===== config.mk =====
export PLATFORM = sky130hd
export DESIGN_NAME = shcache_intf_mon
export DESIGN_NICKNAME = d
export VERILOG_FILES = /design/src/rtl/shim_pkg.sv /design/src/rtl/ctd_shadow_dir.sv /design/src/rtl/ctd_tally.sv /design/src/rtl/shcache_intf_mon.sv
export SDC_FILE = /design/constraint.sdc
export NUM_CORES = 2
export LEC_CHECK = 0
export BUFFER_PORTS_ARGS = -buffer_cell sky130_fd_sc_hd__buf_2
export CAP_MARGIN = 30
export CORE_MARGIN = 2
export CORE_UTILIZATION = 35
export CTS_CLUSTER_SIZE = 25
export DETAILED_ROUTE_END_ITERATION = 12
export GPL_ROUTABILITY_DRIVEN = 0
export PLACE_DENSITY = 0.54
export SLEW_MARGIN = 20
export SYNTH_ARGS = -nofsm -noshare
export SYNTH_HDL_FRONTEND = slang
export SYNTH_SLANG_ARGS = --single-unit
export TNS_END_PERCENT = 100

===== constraint.sdc =====
create_clock -name clk -period 6.85 [get_ports clk]
set_clock_uncertainty 0.2 [all_clocks]
set_input_delay 0.685 -clock clk [delete_from_list [all_inputs] [get_ports clk]]
set_output_delay 0.685 -clock clk [all_outputs]
set_load 0.01 [all_outputs]

===== src/rtl/shim_pkg.sv =====
package shim_pkg;

  // Outcome of one access, comparing the real cache with the private shadow
  typedef enum logic [1:0] {
    OUT_IDLE     = 2'd0,
    OUT_SHARED   = 2'd1,  // real cache hit
    OUT_PRIVATE  = 2'd2,  // miss in both structures
    OUT_INTERF   = 2'd3   // real miss, shadow hit
  } outcome_e;

endpackage


===== src/rtl/ctd_shadow_dir.sv =====
module ctd_shadow_dir #(
  parameter int SETS  = 16,
  parameter int WAYS  = 4,
  parameter int TAG_W = 8,
  localparam int IDX_W = (SETS > 1) ? $clog2(SETS) : 1,
  localparam int AGE_W = (WAYS > 1) ? $clog2(WAYS) : 1,
  localparam int WAY_W = AGE_W
) (
  input  logic             clk,
  input  logic             rst,
  input  logic             clr,
  input  logic             upd,
  input  logic [IDX_W-1:0] idx,
  input  logic [TAG_W-1:0] tag,
  output logic             hit_o
);

  logic [TAG_W-1:0] tag_mem [SETS][WAYS];
  logic [WAYS-1:0]  vld     [SETS];
  logic [AGE_W-1:0] age     [SETS][WAYS];

  logic [WAYS-1:0]  hit_vec;
  logic [WAYS-1:0]  old_vec;
  logic [WAY_W-1:0] hit_way;
  logic [WAY_W-1:0] victim;
  logic [AGE_W-1:0] hit_age;

  always_comb begin
    hit_way = '0;
    victim  = '0;
    for (int w = 0; w < WAYS; w++) begin
      hit_vec[w] = vld[idx][w] && (tag_mem[idx][w] == tag);
      old_vec[w] = (age[idx][w] == AGE_W'(WAYS - 1));
      if (hit_vec[w]) hit_way = WAY_W'(w);
      if (old_vec[w]) victim  = WAY_W'(w);
    end
    hit_age = age[idx][hit_way];
  end

  assign hit_o = |hit_vec;

  // Tag storage: no reset, single write port, friendly to RAM inference
  always_ff @(posedge clk) begin
    if (upd && !hit_o) tag_mem[idx][victim] <= tag;
  end

  // Valid bits and recency ages
  always_ff @(posedge clk) begin
    if (rst || clr) begin
      for (int s = 0; s < SETS; s++) begin
        vld[s] <= '0;
        for (int w = 0; w < WAYS; w++) age[s][w] <= AGE_W'(w);
      end
    end else if (upd) begin
      for (int w = 0; w < WAYS; w++) begin
        if (hit_o) begin
          if (WAY_W'(w) == hit_way)         age[idx][w] <= '0;
          else if (age[idx][w] < hit_age)   age[idx][w] <= age[idx][w] + 1'b1;
        end else begin
          if (WAY_W'(w) == victim) begin
            age[idx][w] <= '0;
            vld[idx][w] <= 1'b1;
          end else begin
            age[idx][w] <= age[idx][w] + 1'b1;
          end
        end
      end
    end
  end

  // exactly one way of the looked-up set is the LRU candidate
  lru_single_oldest_chk: assert property (@(posedge clk) disable iff (rst)
    $countones(old_vec) == 1);

  // a tag is never held twice in one set
  no_dup_tag_chk: assert property (@(posedge clk) disable iff (rst)
    $onehot0(hit_vec));

endmodule


===== src/rtl/ctd_tally.sv =====
module ctd_tally #(
  parameter int CNT_W = 16,
  parameter int ACC_W = 24,
  parameter int PEN_W = 8
) (
  input  logic             clk,
  input  logic             rst,
  input  logic             clr,
  input  logic             bump,
  input  logic [PEN_W-1:0] pen,
  output logic [CNT_W-1:0] cnt_o,
  output logic [ACC_W-1:0] cyc_o
);

  always_ff @(posedge clk) begin
    if (rst || clr) begin
      cnt_o <= '0;
      cyc_o <= '0;
    end else if (bump) begin
      cnt_o <= cnt_o + 1'b1;
      cyc_o <= cyc_o + ACC_W'(pen);
    end
  end


  clear_zero_chk: assert property (@(posedge clk) disable iff (rst)
    $past(clr) |-> (cnt_o == '0) && (cyc_o == '0));


  bump_step_chk: assert property (@(posedge clk) disable iff (rst)
    $past(bump) && !$past(clr) && !$past(rst)
      |-> (cnt_o == $past(cnt_o) + 1'b1) && (cyc_o == $past(cyc_o) + ACC_W'($past(pen))));


  idle_hold_chk: assert property (@(posedge clk) disable iff (rst)
    !$past(bump) && !$past(clr) && !$past(rst) |-> $stable(cnt_o) && $stable(cyc_o));

endmodule


===== src/rtl/shcache_intf_mon.sv =====
module shcache_intf_mon
  import shim_pkg::*;
#(
  parameter int NUM_CORES = 4,
  parameter int SETS      = 16,
  parameter int WAYS      = 4,
  parameter int ADDR_W    = 16,
  parameter int OFF_W     = 4,
  parameter int PEN_W     = 8,
  parameter int CNT_W     = 16,
  parameter int ACC_W     = 24,
  localparam int CORE_W   = (NUM_CORES > 1) ? $clog2(NUM_CORES) : 1,
  localparam int IDX_W    = (SETS > 1) ? $clog2(SETS) : 1,
  localparam int TAG_W    = ADDR_W - OFF_W - IDX_W
) (
  input  logic                       clk,
  input  logic                       rst,
  input  logic                       clr,
  input  logic                       acc_valid,
  input  logic [CORE_W-1:0]          acc_core,
  input  logic [ADDR_W-1:0]          acc_addr,
  input  logic                       sc_hit,
  input  logic [PEN_W-1:0]           miss_penalty,
  output logic [NUM_CORES*CNT_W-1:0] intf_miss_cnt,
  output logic [NUM_CORES*ACC_W-1:0] intf_cycles
);

  logic [IDX_W-1:0]     set_idx;
  logic [TAG_W-1:0]     line_tag;
  logic [NUM_CORES-1:0] aux_hit;
  logic [NUM_CORES-1:0] bump;
  outcome_e             outcome;

  assign set_idx  = acc_addr[OFF_W +: IDX_W];
  assign line_tag = acc_addr[ADDR_W-1 -: TAG_W];

  always_comb begin
    if (!acc_valid)              outcome = OUT_IDLE;
    else if (sc_hit)             outcome = OUT_SHARED;
    else if (aux_hit[acc_core])  outcome = OUT_INTERF;
    else                         outcome = OUT_PRIVATE;
  end

  for (genvar c = 0; c < NUM_CORES; c++) begin : g_core
    logic own;
    assign own     = acc_valid && (acc_core == CORE_W'(c));
    assign bump[c] = own && (outcome == OUT_INTERF);

    ctd_shadow_dir #(.SETS(SETS), .WAYS(WAYS), .TAG_W(TAG_W)) u_dir (
      .clk  (clk),
      .rst  (rst),
      .clr  (clr),
      .upd  (own),
      .idx  (set_idx),
      .tag  (line_tag),
      .hit_o(aux_hit[c])
    );

    ctd_tally #(.CNT_W(CNT_W), .ACC_W(ACC_W), .PEN_W(PEN_W)) u_tally (
      .clk  (clk),
      .rst  (rst),
      .clr  (clr),
      .bump (bump[c]),
      .pen  (miss_penalty),
      .cnt_o(intf_miss_cnt[c*CNT_W +: CNT_W]),
      .cyc_o(intf_cycles[c*ACC_W +: ACC_W])
    );
  end


  shared_hit_quiet_chk: assert property (@(posedge clk) disable iff (rst)
    acc_valid && sc_hit && !clr |=> $stable(intf_miss_cnt) && $stable(intf_cycles));


  idle_quiet_chk: assert property (@(posedge clk) disable iff (rst)
    !acc_valid && !clr |=> $stable(intf_miss_cnt) && $stable(intf_cycles));


  single_core_chk: assert property (@(posedge clk) disable iff (rst)
    $onehot0(bump));

endmodule


; Word-level counts from Yosys, hierarchy flattened
; Memory sizes are Yosys's and may differ from the RTL's.
; Index checks and enable logic that the tools add are counted.
; Widths: inputs -> output; s select.
[word_totals]
regBits = 160
latchBits = 0
mem_bits_rw = 2816
romBits = 0
input_bits = 31
out_inout_bits = 160
wordCells = 710
memories = 12
[op_classes]
n_addsub = 24
multipliers = 0
div_mod_pow = 0
magnitude_cmp = 29
eq_ne = 56
shifts = 0
muxes = 467
n_bitwise = 56
reduce_logical = 58
[memory_table]
columns = memory, words, word_bits, rd, rd_clocked_by_memory_dff, wr, line
row1 = g_core[0].u_dir.tag_mem, 16, 32, 1, 0, 1, ctd_shadow_dir.sv:18  ; logic [TAG_W-1:0] tag_mem [SETS][WAYS];
row2 = g_core[1].u_dir.tag_mem, 16, 32, 1, 0, 1, ctd_shadow_dir.sv:18
row3 = g_core[2].u_dir.tag_mem, 16, 32, 1, 0, 1, ctd_shadow_dir.sv:18
row4 = g_core[3].u_dir.tag_mem, 16, 32, 1, 0, 1, ctd_shadow_dir.sv:18
row5 = g_core[0].u_dir.age, 16, 8, 1, 0, 16, ctd_shadow_dir.sv:20  ; logic [AGE_W-1:0] age [SETS][WAYS];
row6 = g_core[1].u_dir.age, 16, 8, 1, 0, 16, ctd_shadow_dir.sv:20
row7 = 6 more memories, -, -, -, -, -, -
[op_table]
columns = op, n
row1 = $mux 1, 352
row2 = $mux 2, 74
row3 = $eq 8x8->1, 16
row4 = $mux 32, 4
row5 = $add 24x8->24, 4
row6 = $mux 4, 20
row7 = $add 16x1->16 const B, 4
row8 = $demux 8 s2, 4
row9 = $mux 8, 8
row10 = $or 1x1->1, 48
row11 = $add 2x1->2 const B, 16
row12 = $eq 2x2->1 const A, 16
row13 = $logic_and 1x1->1, 32
row14 = $lt 2x2->1, 16
row15 = $reduce_or 4->1, 8
row16 = $reduce_or 8->1, 4
row17 = $eq 2x2->1 const B, 15
row18 = $ge 3x3->1 const B, 8
row19 = $not 2->3, 8
row20 = $logic_not 2->1, 9
row21 = $bmux 2 s2, 4
row22 = $eq 1x2->1 const A, 8
row23 = $lt 3x1->1 const B, 4
row24 = $logic_not 1->1, 4
row25 = other kinds (4), 4

; Logic depth before layout (Yosys ltp)
; An unclocked memory read counts as a cell.
[logic_depth]
depth_word = 22
depth_mapped = 25

; By module
; A second synthesis with hierarchy kept.
[unflattened]
cells_unflattened = 8165
area_unflattened_um2 = 128225.5
[by_module_without_submodules]
columns = mod, n_inst, cells_per_inst, area_per_inst_um2, seq_area_each_um2
row1 = ctd_shadow_dir (g_core[1].u_dir ...), 3, 1815, 30145.2, 20499.7
row2 = ctd_shadow_dir (g_core[0].u_dir), 1, 1784, 29578.4, 20499.7
row3 = ctd_tally, 4, 231, 2033.2, 800.8
row4 = shcache_intf_mon, 1, 12, 78.8, 0.0

; Least setup slack after synthesis
; No wires, ideal clock.
[synth_timing]
kind = input to register
from = in acc_addr[5]
to = mem g_core[2].u_dir.age[2][0] (netlist bit), data pin
arrival_ns = 4.979
required_ns = 6.369
slack_ns = 1.391
path_stages = 22
cell_sequence = buf_6 buf_12 buf_12 buf_12 buf_12 buf_12 buf_2 mux4_2 mux2i_1 xnor2_1 nand2_1 nor4_4 o211ai_2 or4_1 o21a_2 inv_1 ha_1 o221ai_1 nand2_1 a21oi_1 clkbuf_1 nand2_1
[synth_lines]
columns = element, line
row1 = start: declaration, shcache_intf_mon.sv:21  ; input logic [ADDR_W-1:0] acc_addr,
row2 = end: declaration, ctd_shadow_dir.sv:20

; Worst setup path in the final report
[layout_timing]
from = in acc_addr[11]
to = mem g_core[0].u_dir.tag_mem[11][28] (netlist bit) (enable)
[layout_between]
elab_chain_cells = 7
word_cells_on_any_way = 13
classes_between = eq/ne (4) / mux (2) / reduce/logical (7)
[layout_rtl]
columns = element, line
row1 = $eq 8x8->1, ctd_shadow_dir.sv:32  ; hit_vec[w] = vld[idx][w] && (tag_mem[idx][w] == tag);
row2 = $logic_and 1x1->1, ctd_shadow_dir.sv:32
row3 = $reduce_or 4->1 (*), ctd_shadow_dir.sv:40  ; assign hit_o = |hit_vec;
row4 = $logic_not 1->1 (*), ctd_shadow_dir.sv:44  ; if (upd && !hit_o) tag_mem[idx][victim] <= tag;
row5 = $logic_and 1x1->1 (*), ctd_shadow_dir.sv:44
row6 = $mux 1 (*), ctd_shadow_dir.sv:44
row7 = $mux 32 (not written as such) (*), ctd_shadow_dir.sv:44
row8 = end: declaration, ctd_shadow_dir.sv:18
; Mark *: on every way between the ends. The rest lies on a longest branch, timed or not.

==> flow_metrics.tcl <==
set metrics [dict create \
    status "complete, no violations" \
    clk_latency_ps 950 \
    yosysWarnings 0 \
    numClockSinks 2976 \
    wire_per_inst_um 27.4 \
    fillers 32400 \
    placedCellCount 12700 \
    synthCells 7761 \
    vias 73800 \
    grt_max_degree 206 \
    min_period_ps 5860 \
    p_int_mw 30.9 \
    drt_iter0_drc 7992 \
    h-tree-depth 5 \
    utilization_pct 40.8 \
    layout.nets 8432 \
    area_growth_pct 15.9 \
    r2r_slack_ps 1580 \
    seqPwrFrac_pct 49.7 \
    fmax_mhz 171 \
    comb_power_share_pct 5.9 \
    leakagePower_nw 48.5 \
    fin_crit_sh_pct 85.5 \
    num_rows 220 \
    crit_path_start "acc_addr[11]" \
    worst_pin_slew_ps 1110 \
    synthFlopType "edfxtp_1" \
    yosys_register_bits 2976 \
    initial_core_util_pct 35.2 \
    worstSetupEndpointType "register" \
    synth.avg_cell_area_um2 16.3 \
    crit_end "g_core[0].u_dir.tag_mem[11][28]" \
    sw_frac_of_total_pct 22.4 \
    grt.overflow.total 0 \
    firstDrtPassIters 5 \
    vdd_ir_drop_max_uv 201 \
    final_common_cell "edfxtp_1" \
    power_density_mw_per_mm2 272 \
    cts_root_buffer "clkbuf_16" \
    clockBufferDepth 4 \
    cts_buffers 327 \
    synth-async-reset-ratio_pct 0 \
    multiInputGateArea_mm2 0.0378 \
    routed_wl_mm 367 \
    path_class "in -> reg" \
    grt_pass1_vias 74100 \
    yosysUniqueCellTypes 119 \
    synth_enable_flop_cells 2560 \
    seq_area_frac_synth_pct 67.4 \
    via_per_inst 5.51 \
    die_h_um 605 \
    grt_pass1_wl_mm 527 \
    drtAntennaViolNets 0 \
    grt_use_total_pct 19.7 \
    worstPathArrival_ps 6170 \
    finalMaxSlewViolations 0 \
    fin_ws_ps 991 \
    die_area_mm2 0.366 \
    io_pins 191 \
    die_w_um 605 \
    grt_antenna_before_repair 16 \
    p_clk_share_pct 44.5 \
    coreArea_mm2 0.359 \
    numPortBuffers 186 \
    max_slew_margin_pct 25.9 \
    synth_nets 7849 \
    critPathMaxFanout 28 \
    final_cell_mix "2,560 x edfxtp_1, 716 x nor2_1, 507 x mux4_2, 501 x buf_4, 416 x dfxtp_1" \
    netlist_area_mm2 0.126 \
    maxCapViolations 0 \
    rr_startpoint "g_core[0].u_dir.tag_mem[6][9]" \
    post-dp-hpwl_mm 234 \
    hold_class "in -> reg" \
    worstPathRequired_ps 7160 \
    drive_gt1_share_pct 23.1 \
    drc_errors 0 \
    report.final.setup_viol 0 \
    power_switching_mw 8.94 \
    finalNonFillerCells 13400 \
    r2r_cells 12 \
    grt_setup_unrepaired "false" \
    cts_resized 0 \
    finalPower_mw 39.9 \
    r2r_end "g_core[0].u_dir.age[12][2]" \
    seq_area_mm2 0.0852 \
    cp-start-kind "input pin" \
    cts_tree "yes" \
    post-place-ws_ps 159 \
    clk_pin_slew_ps 60 \
    fin_tns_setup_ps 0 \
    hold_viol_final 0 \
]
## how the worst min path moves through the flow
stage                               startpoint                             end  slack [ps]  cells after the start
CTS                               acc_addr[14]  g_core[2].u_dir.tag_mem[7][14]          20                      1
global placement     g_core[1].u_dir.vld[9][2]       g_core[1].u_dir.vld[9][2]         240                      1
global route                      acc_addr[14]  g_core[2].u_dir.tag_mem[7][14]          50                      1
finish                             acc_addr[8]  g_core[3].u_dir.tag_mem[3][24]          50                      1
floorplan           g_core[0].u_dir.vld[13][2]      g_core[0].u_dir.vld[13][2]         230                      2
detailed placement   g_core[1].u_dir.vld[1][2]       g_core[1].u_dir.vld[1][2]         250                      1
## power groups by stage
stage | combinational [mW] | sequential, mW | clock [mW]
floorplan | 1.41 | 20.2 | 0
global placement | 2.29 | 20.2 | 0
detailed placement | 2.33 | 20.2 | 0
CTS | 2.34 | 19.8 | 18.0
global route | 2.48 | 19.8 | 18.8
finish | 2.35 | 19.8 | 17.7
## stage by stage
stage	hold slack (ps)	area, um2
after global placement	238	134000
after floorplan	232	126000
after CTS	16.7	146000
final	48.7	146000
after global routing	53.3	146000
after detailed placement	246	135000
## synthesized netlist by cell type (all sizes together), types with 144 or more instances
cell type  count  area (um2)
buf          252        2220
clkbuf       269        1260
dfxtp        416        8330
edfxtp      2560       76900
mux2i        336        3370
mux4         634       14800
nand2        403        1510
nor2         730        2740
nor3         144         767
o21a         253        1900
o21ai        294        1490
xnor2        185        1620
## timing repair
item	in CTS	in global routing
hold buffers	7	0
hold endpoints to repair	74	0
setup buffers	0	0
## layer usage
layer / vias up / global-route usage (%) / part of all wire (%)
met5: - / 0 / 0
met4: 0 / 6.28 / 3.3
met3: 529 / 2.99 / 7.0
met2: 2779 / 31.8 / 47
met1: 38800 / 27.3 / 43
li1: 31700 / - / -
## critical path, stage by stage
cell           delay [ps]
dlygate4sd3_1         560
buf_8                 190
inv_1                 600
buf_4                 370
nor2_1                 70
a2111oi_0             800
buf_4                 240
nand3_1               280
nand2_1               180
or4_1                 260
nand2_1               150
nor3_1                370
nand2_1               440
nor2_1                880
## cells by family (layout without fill, tap and decap cells)
group	count (synthesis)	in the layout	synth area share, %
AOI/OAI and AO/OA	1049	1049	5.55
xor gates and xnor gates	261	261	1.81
adders and majority gates	65	65	0.653
buffers and inverters	601	1456	3.00
DFF	2976	2976	67.4
muxes	1055	1055	15.1
other	0	6	0
and+or+nand+nor	1754	1754	6.51
## flip-flops by register name (all words and copies together), names as in the netlist
name and flops:
g_core.u_dir.tag_mem 2048, g_core.u_dir.age 512, g_core.u_dir.vld 256, g_core.u_tally.cyc_o 96
g_core.u_tally.cnt_o 64
## layout make-up
cell class              instances  share of cell area [%]
diodes                          6                  0.0102
clock buffers                 471                    6.35
clock inverters               130                    1.06
inverters                      79                   0.211
multi-input cells            4184                    25.8
flip-flops and latches       2976                    58.2
well taps                    4773                    4.08
repair buffers                776                    4.36
Power figures use the tool's default switching activity.
